==> config.mk <==
export PLATFORM = sky130hd
export DESIGN_NAME = bus_grant_requester
export DESIGN_NICKNAME = d
export VERILOG_FILES = /design/src/rtl/bgr_pkg.sv /design/src/rtl/bgr_sync.sv /design/src/rtl/bgr_idle_check.sv /design/src/rtl/bus_grant_requester.sv
export SDC_FILE = /design/constraint.sdc
export NUM_CORES = 1
export LEC_CHECK = 0
export BUFFER_PORTS_ARGS = -buffer_cell sky130_fd_sc_hd__buf_2
export CAP_MARGIN = 20
export CORE_MARGIN = 2
export CORE_UTILIZATION = 40
export CTS_CLUSTER_DIAMETER = 30
export DETAILED_ROUTE_END_ITERATION = 10
export GPL_ROUTABILITY_DRIVEN = 0
export PLACE_DENSITY = 0.77
export SLEW_MARGIN = 20
export SYNTH_ARGS = -nofsm -noshare
export SYNTH_HDL_FRONTEND = slang
export SYNTH_SLANG_ARGS = --single-unit
==> constraint.sdc <==
create_clock -name clk -period 3.6 [get_ports clk]
set_clock_uncertainty 0.1 [all_clocks]
set_input_delay 0.36 -clock clk [delete_from_list [all_inputs] [get_ports clk]]
set_output_delay 0.36 -clock clk [all_outputs]
set_load 0.005 [all_outputs]
==> src/rtl/bgr_pkg.sv <==
package bgr_pkg;
  typedef enum logic [1:0] {
    ST_IDLE = 2'd0,
    ST_REQ  = 2'd1,
    ST_OWN  = 2'd2,
    ST_HOLD = 2'd3
  } bgr_state_e;
endpackage

==> src/rtl/bgr_sync.sv <==
module bgr_sync #(
  parameter int W = 1,
  parameter int STAGES = 2,
  parameter logic [W-1:0] INIT = '1
) (
  input  logic         clk,
  input  logic         rst,
  input  logic [W-1:0] d,
  output logic [W-1:0] q
);
  logic [W-1:0] pipe [STAGES];

  always_ff @(posedge clk) begin
    if (rst) pipe[0] <= INIT;
    else     pipe[0] <= d;
  end

  for (genvar i = 1; i < STAGES; i++) begin : g_stage
    always_ff @(posedge clk) begin
      if (rst) pipe[i] <= INIT;
      else     pipe[i] <= pipe[i-1];
    end
  end

  assign q = pipe[STAGES-1];
endmodule

==> src/rtl/bgr_idle_check.sv <==
module bgr_idle_check #(
  parameter int DSACK_W = 2
) (
  input  logic               prev_ack_n,
  input  logic               strobe_n,
  input  logic [DSACK_W-1:0] size_ack_n,
  input  logic               term_n,
  input  logic               async_mode,
  output logic               bus_free
);
  // A line counts as released when it sits high; termination only matters in async mode.
  always_comb begin
    bus_free = prev_ack_n & strobe_n & (&size_ack_n) & (term_n | ~async_mode);
  end
endmodule

==> src/rtl/bus_grant_requester.sv <==
module bus_grant_requester
  import bgr_pkg::*;
#(
  parameter int SYNC_STAGES = 2,
  parameter int DSACK_W = 2
) (
  input  logic               clk,
  input  logic               rst,
  input  logic               fifo_req,
  input  logic               desc_req,
  input  logic               blk_done,
  input  logic               area_switch,
  input  logic               async_mode,
  input  logic               bg_n,
  input  logic               bgack_in_n,
  input  logic               as_n,
  input  logic [DSACK_W-1:0] dsack_n,
  input  logic               sterm_n,
  output logic               br_n,
  output logic               bgack_n,
  output logic               dma_go
);
  localparam int SW = DSACK_W + 4;

  logic [SW-1:0] raw_lines, sync_lines;
  logic          bg_s, prev_ack_s, strobe_s, term_s;
  logic [DSACK_W-1:0] size_ack_s;
  logic          bus_free;
  bgr_state_e    state_q, state_d;

  assign raw_lines = {bg_n, bgack_in_n, as_n, sterm_n, dsack_n};

  bgr_sync #(.W(SW), .STAGES(SYNC_STAGES), .INIT({SW{1'b1}})) u_sync (
    .clk (clk),
    .rst (rst),
    .d   (raw_lines),
    .q   (sync_lines)
  );

  assign bg_s       = sync_lines[SW-1];
  assign prev_ack_s = sync_lines[SW-2];
  assign strobe_s   = sync_lines[SW-3];
  assign term_s     = sync_lines[SW-4];
  assign size_ack_s = sync_lines[DSACK_W-1:0];

  bgr_idle_check #(.DSACK_W(DSACK_W)) u_idle (
    .prev_ack_n (prev_ack_s),
    .strobe_n   (strobe_s),
    .size_ack_n (size_ack_s),
    .term_n     (term_s),
    .async_mode (async_mode),
    .bus_free   (bus_free)
  );

  always_comb begin
    state_d = state_q;
    unique case (state_q)
      ST_IDLE: if (fifo_req || desc_req)     state_d = ST_REQ;
      ST_REQ:  if (!bg_s && bus_free)        state_d = ST_OWN;
      ST_OWN:  if (blk_done || area_switch)  state_d = ST_HOLD;
      ST_HOLD:                               state_d = ST_IDLE;
      default:                               state_d = ST_IDLE;
    endcase
  end

  always_ff @(posedge clk) begin
    if (rst) begin
      state_q <= ST_IDLE;
      br_n    <= 1'b1;
      bgack_n <= 1'b1;
      dma_go  <= 1'b0;
    end else begin
      state_q <= state_d;
      br_n    <= (state_d != ST_REQ);
      bgack_n <= !(state_d == ST_OWN || state_d == ST_HOLD);
      dma_go  <= (state_d == ST_OWN);
    end
  end
endmodule

==> flow_metrics.py <==
metrics = {
    "setup_path": {
        "startpoint_type": "register",
        "crit_fanout": 3,
        "r2r_setup_slack_ns": 2.42,
        "cpPeakStageDelay_ns": 0.35,
        "crit_arrival_ns": 1.27,
        "crit_required_ns": 3.68,
        "critical_path.cell_chain": "nand4_1, or3_4, o22a_1",
        "path_class": "register to register",
        "crit_slowest_cell": "or3_4",
        "end_kind": "register",
    },
    "global_routing": {
        "antenna_found_initial": 0,
        "grt_pass1_wl_um": 1160,
        "grt_max_degree": 17,
        "grt_pass1_vias": 301,
        "grt_overflow_total": 0,
        "gr-usage-all-layers": 0.116,
    },
    "die": {
        "coreArea_um2": 1270,
        "start_util": 0.420,
        "die_height_um": 40.5,
        "die_x_um": 40.5,
        "die_area_um2": 1640,
        "row_count": 13,
        "io_pins": 16,
    },
    "clock_network": {
        "cts_resized": 0,
        "cts-hold-fix-buffers": 0,
        "clock_path_buffers": 2,
        "clock_latency_ns": 0.28,
        "cts_tree": "done",
        "root_buffer": "clkbuf_4",
        "cts.clk_slew.worst_paths_ns": 0.09,
        "cts_max_level": 1,
        "cts_sinks": 17,
        "post_cts_buffers": 0,
        "cts_buffers": 3,
    },
    "sta": {
        "slew_violations": 0,
        "tightest_slew_ns": 0.278,
        "period_needed_ns": 1.18,
        "fin_crit_sh": 0.329,
        "setup_tns_ns": 0,
        "hold_violations": 0,
        "setup_viol": 0,
        "worst_slack_ns": 2.42,
        "rsz0062_at_grt": "no",
        "worst_hold_slack_ns": 0.151,
        "fmax_mhz": 846,
        "slew_headroom": 0.813,
    },
    "yosys": {
        "syn_inst": 47,
        "synthTopCellsByCount": "dfxtp_1, or2_2",
        "syn_avg_cell_area_um2": 11.3,
        "synth.distinct_cells": 16,
        "synthArstFlopShare": 0,
        "yosys.cell_count.top_type": "dfxtp_1",
        "ys_top_cells_by_area": "dfxtp_1, or2_2, o31ai_1",
        "synth_edf_count": 0,
        "synth_seq_cells": 17,
        "yosysSeqAreaShare": 0.638,
        "synth.top_cell.area_share": 0.638,
        "ys.warnings.count": 0,
        "syn-num-nets": 60,
        "syn_area_um2": 533,
        "synth_area_leader_cell": "dfxtp_1",
        "ys.flop_type": "dfxtp_1",
    },
    "layout": {
        "drive_gt1_frac": 0.492,
        "layout.nets": 79,
        "num-fill-cells": 122,
        "final_util": 0.512,
        "instances_no_fill": 80,
        "design_area_um2": 649,
        "syn_to_final_growth_pct": 21.8,
        "n_antenna_cell": 0,
    },
    "placement": {
        "detailedPlace.worstSlack_ns": 2.24,
        "place_area_um2": 623,
        "io_buffers": 15,
        "dpl.cell_count": 76,
    },
    "pwr": {
        "p_total_mw": 0.324,
        "powerDensity_nw_per_um2": 499,
        "ir_worst_vdd_mv": 0.182,
        "power.leakage_nw": 0.277,
    },
    "routing": {
        "routed_wl_um": 787,
        "routedWlPerCell_um": 9.84,
        "dr_total_vias": 363,
        "firstDrtPassIters": 2,
        "ant_nets": 0,
        "vias_per_cell": 4.54,
        "drtIter0Drc": 3,
        "drc": 0,
    },
    "worst_hold_path": {
        "hold_class": "input port to register",
    },
    "job": {
        "drv_cap": 0,
    },
    "run_status": {
        "outcome": "finished clean",
    },
}
==> state kept, by name (all words and copies together), names as in the netlist <==
| signal | count |
|---|---|
| state_q | 2 |
| u_sync.pipe | 12 |
| dma_go | 1 |
| br_n | 1 |
| bgack_n | 1 |
==> routing by layer <==
metal	up-vias	global-route usage	part of all wire	routed length, um
li1	192	-	-	-
met1	156	0.119	0.43	338
met2	15	0.190	0.47	371
met3	0	0.0500	0.098	77
met4	0	0.0750	0	0
met5	-	0	0	0
==> placed cells by master (no fill, tap or decap), drive strengths merged <==
cell type  netlist  final
or2             12     12
a21o             1      1
o22ai            2      2
o21ai            1      1
or3              1      1
nor2b            1      1
nor2             2      2
nor3b            1      1
nand2            2      2
clkbuf           1      4
nand4            1      1
nor3             1      1
nand2b           1      1
buf              0     15
dfxtp           17     17
o31ai            2      2
o22a             1      1
==> final timing paths <==
| kind | from | endpoint | cells after the start |
|---|---|---|---|
| hold / removal | dsack_n[1] | u_sync.pipe[0][1] | 2 |
| hold reg to reg | u_sync.pipe[0][2] | u_sync.pipe[1][2] | 1 |
| setup reg to reg | u_sync.pipe[1][1] | bgack_n | 3 |
| setup / recovery | u_sync.pipe[1][1] | bgack_n | 3 |
==> logic make-up after synthesis <==
| group | synth area share |
|---|---|
| flip-flops | 0.639 |
| AO/OA/AOI/OAI | 0.0915 |
| buffers and inverters | 0.00704 |
| AND/OR/NAND/NOR | 0.263 |
==> final cells by class <==
| type | instances | area [um^2] | area share |
|---|---|---|---|
| Tap cell | 15 | 18.8 | 0.0289 |
| Sequential cell | 17 | 340 | 0.524 |
| Multi-Input combinational cell | 29 | 189 | 0.291 |
| Timing Repair Buffer | 15 | 75.1 | 0.116 |
| Clock buffer | 4 | 26.3 | 0.0405 |
==> worst max-delay path: cells and delay by family (launching register included) <==
family / cells / cell delay, ns
AND/OR/NAND/NOR: 2 / 0.46
AO/OA/AOI/OAI: 1 / 0.21
flip-flops: 1 / 0.32
==> power breakdown <==
| group | leakage (nW) | switching, mW | internal (mW) |
|---|---|---|---|
| registers | 0.141 | 0.00457 | 0.198 |
| clock network | 0.0150 | 0.0534 | 0.0430 |
| logic | 0.121 | 0.0103 | 0.0147 |
| total | 0.277 | 0.0683 | 0.256 |
No activity file was read; power rests on OpenSTA's default activity.
